### src/rtl/rwt_pkg.sv
package rwt_pkg;
  typedef enum logic {
    BUS_RD = 1'b0,
    BUS_WR = 1'b1
  } bus_dir_e;
endpackage

### src/rtl/rwt_sat_counter.sv
module rwt_sat_counter #(
  parameter int CW = 5
) (
  input  logic          clk,
  input  logic          rst,
  input  logic          clr,
  input  logic          inc,
  output logic [CW-1:0] cnt
);
  localparam logic [CW-1:0] TOP = {CW{1'b1}};

  logic [CW-1:0] cnt_q;

  always_ff @(posedge clk) begin
    if (rst)                    cnt_q <= '0;
    else if (clr)               cnt_q <= '0;
    else if (inc && cnt_q != TOP) cnt_q <= cnt_q + 1'b1;
  end

  assign cnt = cnt_q;

  // a clear leaves zero on the next cycle
  assert_clr_zero_R8: assert property (@(posedge clk) disable iff (rst)
    $past(clr) |-> cnt_q == '0);

  // saturated count holds until cleared
  assert_sat_hold_R9: assert property (@(posedge clk) disable iff (rst)
    ($past(cnt_q) == TOP && !$past(clr)) |-> cnt_q == TOP);
endmodule

### src/rtl/rwt_watermark.sv
module rwt_watermark #(
  parameter int RW    = 7,
  parameter int WW    = 7,
  parameter int HI_TH = 54,
  parameter int LO_TH = 32
) (
  input  logic [RW-1:0] rd_occ,
  input  logic [WW-1:0] wr_occ,
  output logic          wr_above_hi,
  output logic          wr_at_lo,
  output logic          wr_empty,
  output logic          rd_empty
);
  localparam logic [WW-1:0] HI_V = WW'(HI_TH);
  localparam logic [WW-1:0] LO_V = WW'(LO_TH);

  always_comb begin
    wr_above_hi = wr_occ > HI_V;
    wr_at_lo    = wr_occ <= LO_V;
    wr_empty    = wr_occ == '0;
    rd_empty    = rd_occ == '0;
  end
endmodule

### src/rtl/rwt_dir_fsm.sv
module rwt_dir_fsm
  import rwt_pkg::*;
(
  input  logic clk,
  input  logic rst,
  input  logic wr_above_hi,
  input  logic wr_at_lo,
  input  logic wr_empty,
  input  logic rd_empty,
  input  logic rd_met,
  input  logic wr_met,
  input  logic wr_stall,
  output logic turn_now,
  output logic dir_write,
  output logic turn_pulse
);
  bus_dir_e dir_q;
  logic     pulse_q;
  logic     go_wr, go_rd;

  always_comb begin
    go_wr = (dir_q == BUS_RD) && !wr_stall &&
            ((wr_above_hi && (rd_met || rd_empty)) || (rd_empty && !wr_empty));
    go_rd = (dir_q == BUS_WR) && (wr_empty || (wr_met && wr_at_lo));
    turn_now = go_wr || go_rd;
  end

  always_ff @(posedge clk) begin
    if (rst) begin
      dir_q   <= BUS_RD;
      pulse_q <= 1'b0;
    end else begin
      pulse_q <= turn_now;
      if (go_wr)      dir_q <= BUS_WR;
      else if (go_rd) dir_q <= BUS_RD;
    end
  end

  assign dir_write  = (dir_q == BUS_WR);
  assign turn_pulse = pulse_q;

  // pulse marks exactly the cycles following a change
  assert_pulse_on_turn_R10: assert property (@(posedge clk) disable iff (rst)
    pulse_q == (dir_q != $past(dir_q)));

  // no read-to-write turn while the write path stalls
  assert_no_turn_stalled_R5: assert property (@(posedge clk) disable iff (rst)
    (dir_q == BUS_WR && $past(dir_q) == BUS_RD) |-> !$past(wr_stall));

  // read-to-write turn only from a permitted condition
  assert_rd2wr_guard_R3: assert property (@(posedge clk) disable iff (rst)
    (dir_q == BUS_WR && $past(dir_q) == BUS_RD) |->
      $past((wr_above_hi && (rd_met || rd_empty)) || (rd_empty && !wr_empty)));

  // write-to-read turn only from a permitted condition
  assert_wr2rd_guard_R6: assert property (@(posedge clk) disable iff (rst)
    (dir_q == BUS_RD && $past(dir_q) == BUS_WR) |->
      $past(wr_empty || (wr_met && wr_at_lo)));
endmodule

### src/rtl/rw_turn_arbiter.sv
module rw_turn_arbiter #(
  parameter int WBUF_DEPTH = 64,
  parameter int RBUF_DEPTH = 64,
  parameter int HI_PCT     = 85,
  parameter int LO_PCT     = 50,
  parameter int MIN_RD     = 16,
  parameter int MIN_WR     = 16,
  localparam int RW = $clog2(RBUF_DEPTH + 1),
  localparam int WW = $clog2(WBUF_DEPTH + 1)
) (
  input  logic          clk,
  input  logic          rst,
  input  logic [RW-1:0] rd_occ,
  input  logic [WW-1:0] wr_occ,
  input  logic          rd_issue,
  input  logic          wr_issue,
  input  logic          wr_stall,
  output logic          dir_write,
  output logic          turn_pulse
);
  localparam int HI_TH   = (WBUF_DEPTH * HI_PCT) / 100;
  localparam int LO_TH   = (WBUF_DEPTH * LO_PCT) / 100;
  localparam int MAX_MIN = (MIN_RD > MIN_WR) ? MIN_RD : MIN_WR;
  localparam int CW      = $clog2(MAX_MIN + 1);
  localparam int NCNT    = 2;

  localparam logic [CW-1:0] MIN_V [NCNT] = '{CW'(MIN_RD), CW'(MIN_WR)};

  logic          wr_above_hi, wr_at_lo, wr_empty, rd_empty;
  logic          turn_now;
  logic [NCNT-1:0] issue_v;
  logic [NCNT-1:0] met_v;
  logic [CW-1:0] cnt_v [NCNT];

  assign issue_v = {wr_issue, rd_issue};

  rwt_watermark #(
    .RW(RW), .WW(WW), .HI_TH(HI_TH), .LO_TH(LO_TH)
  ) u_mark (
    .rd_occ(rd_occ), .wr_occ(wr_occ),
    .wr_above_hi(wr_above_hi), .wr_at_lo(wr_at_lo),
    .wr_empty(wr_empty), .rd_empty(rd_empty)
  );

  for (genvar g = 0; g < NCNT; g++) begin : g_cnt
    rwt_sat_counter #(.CW(CW)) u_cnt (
      .clk(clk), .rst(rst), .clr(turn_now),
      .inc(issue_v[g]), .cnt(cnt_v[g])
    );
    assign met_v[g] = cnt_v[g] >= MIN_V[g];
  end

  rwt_dir_fsm u_fsm (
    .clk(clk), .rst(rst),
    .wr_above_hi(wr_above_hi), .wr_at_lo(wr_at_lo),
    .wr_empty(wr_empty), .rd_empty(rd_empty),
    .rd_met(met_v[0]), .wr_met(met_v[1]),
    .wr_stall(wr_stall), .turn_now(turn_now),
    .dir_write(dir_write), .turn_pulse(turn_pulse)
  );

  // first cycle after reset is idle read mode with clear counts
  assert_reset_state_R1: assert property (@(posedge clk)
    $past(rst) |-> (!dir_write && !turn_pulse && cnt_v[0] == '0 && cnt_v[1] == '0));
endmodule

### config.mk
export PLATFORM = sky130hd
export DESIGN_NAME = rw_turn_arbiter
export DESIGN_NICKNAME = d
export VERILOG_FILES = /design/src/rtl/rwt_pkg.sv /design/src/rtl/rwt_sat_counter.sv /design/src/rtl/rwt_watermark.sv /design/src/rtl/rwt_dir_fsm.sv /design/src/rtl/rw_turn_arbiter.sv
export SDC_FILE = /design/constraint.sdc
export NUM_CORES = 1
export LEC_CHECK = 0
export ABC_AREA = 1
export BUFFER_PORTS_ARGS = -buffer_cell sky130_fd_sc_hd__buf_2
export CORE_MARGIN = 2
export CORE_UTILIZATION = 53
export CTS_CLUSTER_DIAMETER = 30
export DETAILED_ROUTE_END_ITERATION = 8
export PLACE_DENSITY = 0.78
export SETUP_SLACK_MARGIN = 0.2
export SYNTH_ARGS = -nofsm -noshare
export SYNTH_HDL_FRONTEND = slang
export SYNTH_SLANG_ARGS = --single-unit
export TNS_END_PERCENT = 20
### constraint.sdc
create_clock -name clk -period 2.9 [get_ports clk]
set_clock_uncertainty 0.05 [all_clocks]
set_input_delay 0.435 -clock clk [delete_from_list [all_inputs] [get_ports clk]]
set_output_delay 0.435 -clock clk [all_outputs]
set_load 0.005 [all_outputs]
== Yosys cells after proc, flatten, opt, wreduce, memory -nomap -nowiden ==
Cells that the tools add are included.
Operators by class
  add/sub/neg operators: 2
  $mul: 0
  divide/modulo/power cells: 0
  $lt $le $gt $ge: 4
  eq/ne operators: 2
  shift operators: 0
  muxes and demuxes: 2
  bitwise gates (word level): 1
  reductions and logical operators: 18
Operators with widths (number)
  7-bit logical NOT: 2
  5-bit by 1-bit adder with 5-bit output (second input constant): 2
  5-bit >= comparator (second input constant): 2
  5-bit != test (second input constant): 2
  1-bit logical AND: 8
  7-bit by 6-bit > comparator with 1-bit output (second input constant): 1
  7-bit by 6-bit <= comparator with 1-bit output (second input constant): 1
  1-bit logical OR: 4
  1-bit logical NOT: 2
  1-bit 2-to-1 mux: 2
  2-bit nonzero test: 1
  2-bit OR reduction: 1
  1-bit inverter: 1
Storage, ports and cells
  flip-flop bits (word level): 12
  bits in latches: 0
  memory bits (writable): 0
  bits in read-only memories: 0
  bits of input ports: 19
  output and inout bits: 2
  logic and storage cells: 33
  memories: 0

== Depth between registers and ports, before layout ==
  depth after elaboration: 7
  mapped depth: 10
  mapped depth without buffers: 10

== Modules after synthesis ==
A second synthesis with hierarchy kept.
Second synthesis, totals
  cell total of the unflattened synthesis: 110
  area, all modules: 726.9 µm²
Modules (own cells, without submodules)
  rwt_sat_counter: times used 2, cells each 34, area each 256.5 µm², seq. area each 100.1 µm²
  rwt_dir_fsm: times used 1, cells each 19, area each 112.6 µm², seq. area each 40.0 µm²
  rwt_watermark: times used 1, cells each 21, area each 93.8 µm², seq. area each 0.0 µm²
  rw_turn_arbiter: times used 1, cells each 2, area each 7.5 µm², seq. area each 0.0 µm²

== Worst setup path before layout ==
OpenSTA, ideal clock, no wires.
  kind: register to register
  from: reg g_cnt[0].u_cnt.cnt_q[0]
  to: reg g_cnt[0].u_cnt.cnt_q[4]
  library setup time: 0.115 ns
  arrival: 1.544 ns
  required time: 2.735 ns
  slack: 1.192 ns
  stages on the path, launching flop included: 8
  buffers on the path: 0
  clock period less this slack: 1.708 ns
  cell sequence: dfxtp_1 -> ha_1 -> and3_1 -> ha_1 -> nor2_1 -> mux2_2 -> inv_1 -> nor2_1
Between the ends
  cells in the longest elaborated chain, start to end: 7
  elaborated cells between the ends (all ways): 10
  those cells by class: add/sub: 1; order compare: 1; eq/ne: 1; reduce/logical: 7
Ends and longest elaborated chain
  from (decl): line rwt_sat_counter.sv:12  | logic [CW-1:0] cnt_q;
  from (signal assigned): line rwt_sat_counter.sv:17  | else if (inc && cnt_q != TOP) cnt_q <= cnt_q + 1'b1;
  5-bit >= comparator: line rw_turn_arbiter.sv:50  | assign met_v[g] = cnt_v[g] >= MIN_V[g];
  1-bit logical OR: line rwt_dir_fsm.sv:23  | ((wr_above_hi && (rd_met || rd_empty)) || (rd_empty && !wr_empty));
  1-bit logical AND: line rwt_dir_fsm.sv:23
  1-bit logical OR: line rwt_dir_fsm.sv:23
  1-bit logical AND: line rwt_dir_fsm.sv:22  | go_wr = (dir_q == BUS_RD) && !wr_stall &&
  1-bit logical OR: line rwt_dir_fsm.sv:25  | turn_now = go_wr || go_rd;
  2-bit OR reduction (no line)
Several ways; a longest one is shown, not always the timed one.
A chain may end at the register's enable or synchronous reset.

== Worst setup path after layout ==
Ends and elaborated chain as after synthesis.

==> metrics.md <==
| Metric | Value |
|---|---|
| Final min period | 1800 ps |
| Global-route wire length before repair | 2.07 mm |
| RSZ-0062 raised after global routing | false |
| Gate Count Post-Synth | 107 |
| Synth top area cells | dfxtp_1 (33%), nand2_1 (15%), nor2_1 (12%) |
| Post-synth ARST share | 0 |
| DP Wirelength | 977 µm |
| Row cnt | 13 |
| Placed Area | 838 µm² |
| Die Y | 40.8 µm |
| Total die area | 1670 µm² |
| Avg Synthesized Cell Area | 6.72 µm² |
| Fraction of layout cells with a size suffix above 1 | 0.214 |
| Worst setup EP type | register |
| Non-Filler Instances | 146 |
| Yosys warning count | 0 |
| Initial antenna violation count | 0 |
| Clock Sink Count | 12 |
| Root Driver | clkbuf_4 |
| Syn Nets | 132 |
| Routed Antenna Nets | 0 |
| CTS tree | built |
| Clk buf depth | 2 |
| Critical path peak fanout | 6 |
| Distinct cell type count after synthesis | 16 |
| Top-Level Pins | 21 |
| Synth top cells by count | nand2_1 (29), nor2_1 (23), inv_1 (18) |
| CP Launch Type | register |
| Fmax | 0.554 GHz |
| Chip width | 40.8 µm |
| Gpl congestion | 0.722 |
| Final instance area | 875 µm² |
| Resize count post-CTS | 0 |
| Leak | 0.481 nW |
| Cell taking the most area after synthesis | dfxtp_1 |
| Maximum VDD drop | 253 µV |
| Initial DRT Pass Iterations | 2 |
| Pwr Density | 407 nW/µm² |
| Final Slew Violations | 0 |
| Clock slew at reported path FFs | 70 ps |
| MaxCap Viol Count | 0 |
| Largest net degree at the start of global routing | 11 |
| Detailed router's first-iteration violation count | 4 |
| Setup-failing EPs final | 0 |
| Fin nets | 157 |
| Core area | 1280 µm² |
| Synth Register Bits | 12 |
| Relative slew slack | 0.739 |
| Vias in the first global route | 566 |
| Max incr delay on CP | 380 ps |
| Initial Utilization | 0.560 |
| Status | finished, final reports clean |
| Critical Path AT | 1930 ps |
| Seq/Total Area, Yosys | 0.334 |
| Worst Hold Slack | 291 ps |
| Total congestion overflow | 0 |
| Num CTS Buffers | 3 |
| Final setup TNS | 0 ps |
| Final hold vios | 0 |
| Drt via density | 4.53 |
| Synthesized area | 719 µm² |
| Crit path kind | register to register |
| CTS Hold Bufs | 0 |
| Most frequent cell after synthesis | nand2_1 |
| Post-synth EDFFs | 0 |
| Worst EP required | 3030 ps |
| # diodes | 0 |
| Hold Crit Class | input pin to register |
| Clock insertion delay at the later pin of the skew report | 280 ps |
| Via Count | 661 |
| Cells along the critical path | ha_1, and3_1, ha_1, nor2_1, mux2_2, inv_1, nor2_1 |
| Area Growth Syn to Fin | 21.6% |
| Placed cells | 142 |
| Least-Margin Pin Slew | 390 ps |
| Residual DRC | 0 |
| Top FF cell, synth | dfxtp_1 |
| Period Utilization, post-route | 0.622 |
| Routed length per instance | 8.53 µm |
| Gr usage total | 0.197 |
| DRT Wirelength | 1.25 mm |
| Slowest-stage cell, CP | mux2_2 |
| Htree depth | 1 |
| PortBufs | 20 |
| Top cell type's share of synthesized area | 0.334 |
| Post-CTS Setup Repair Bufs | 0 |
-- stage by stage --
stage | total power, mW | utilization | setup WS (ps)
2_1_floorplan | 0.207 | - | 1190
3_3_place_gp | 0.223 | 0.652 | 1160
3_5_place_dp | 0.225 | 0.652 | 1100
4_1_cts | 0.364 | 0.681 | 1090
5_1_grt | 0.382 | 0.681 | 955
6_report | 0.356 | 0.681 | 1100
-- worst paths after layout --
path / from / end / slack (ps) / cells past startpoint
setup / recovery: g_cnt[0].u_cnt.cnt[0] / g_cnt[0].u_cnt.cnt[4] / 1100 / 7
hold / removal: rst / u_fsm.turn_pulse / 290 / 2
setup reg to reg: g_cnt[0].u_cnt.cnt[0] / g_cnt[0].u_cnt.cnt[4] / 1100 / 7
hold reg to reg: u_fsm.dir_write / u_fsm.dir_write / 450 / 2
-- metal layers --
layer | wire length, µm | up-vias | global-route usage
li1 | - | 369 | -
met1 | 601 | 280 | 0.197
met2 | 576 | 10 | 0.336
met3 | 51 | 2 | 0.103
met4 | 15 | 0 | 0.0833
met5 | 0 | - | 0
-- where the power goes --
| group | switching [mW] | internal [mW] |
|---|---|---|
| registers | 0.00410 | 0.170 |
| clock network | 0.0578 | 0.0765 |
| logic | 0.0256 | 0.0217 |
| total | 0.0875 | 0.268 |
-- kinds of logic after synthesis --
logic type	Yosys count	synth area share
AND/OR/NAND/NOR	61	0.363
buffers and inverters	18	0.0939
flip-flops	12	0.334
adder cells (fa/ha/maj)	6	0.104
AO/OA/AOI/OAI	4	0.0278
multiplexers	1	0.0157
XOR/XNOR	5	0.0609
-- registers in the layout (all words and copies together) (netlist names) --
name / flops
u_fsm.dir_write: 1
u_fsm.turn_pulse: 1
g_cnt.u_cnt.cnt: 10
-- final cells by class --
cell class              instances  area [µm²]
inverters                      18        67.6
repair buffers                 20         100
flip-flops and latches         12         240
clock buffers                   4        36.3
well taps                      15        18.8
fillers                       124         410
multi-input cells              77         412
-- placed cells by master, fill, tap and decap left out --
master / count
clkbuf_4: 3
nand4_1: 2
buf_2: 20
ha_1: 6
mux2_2: 1
nand3_1: 1
or2_1: 1
nand3_4: 1
or2_2: 1
xor2_1: 5
clkbuf_8: 1
nand2_1: 29
o21ai_0: 2
nand2_2: 1
dfxtp_1: 12
nor2_1: 23
and3_1: 2
a21oi_1: 2
inv_1: 18
-- critical path: cells and delay by family, from the launching register on --
kind | cells | cell delay, ps
AND/OR/NAND/NOR | 3 | 520
multiplexers | 1 | 380
buffers and inverters | 1 | 50
adder cells (fa/ha/maj) | 2 | 370
flip-flops | 1 | 330
(Power assumes the default switching activity.)
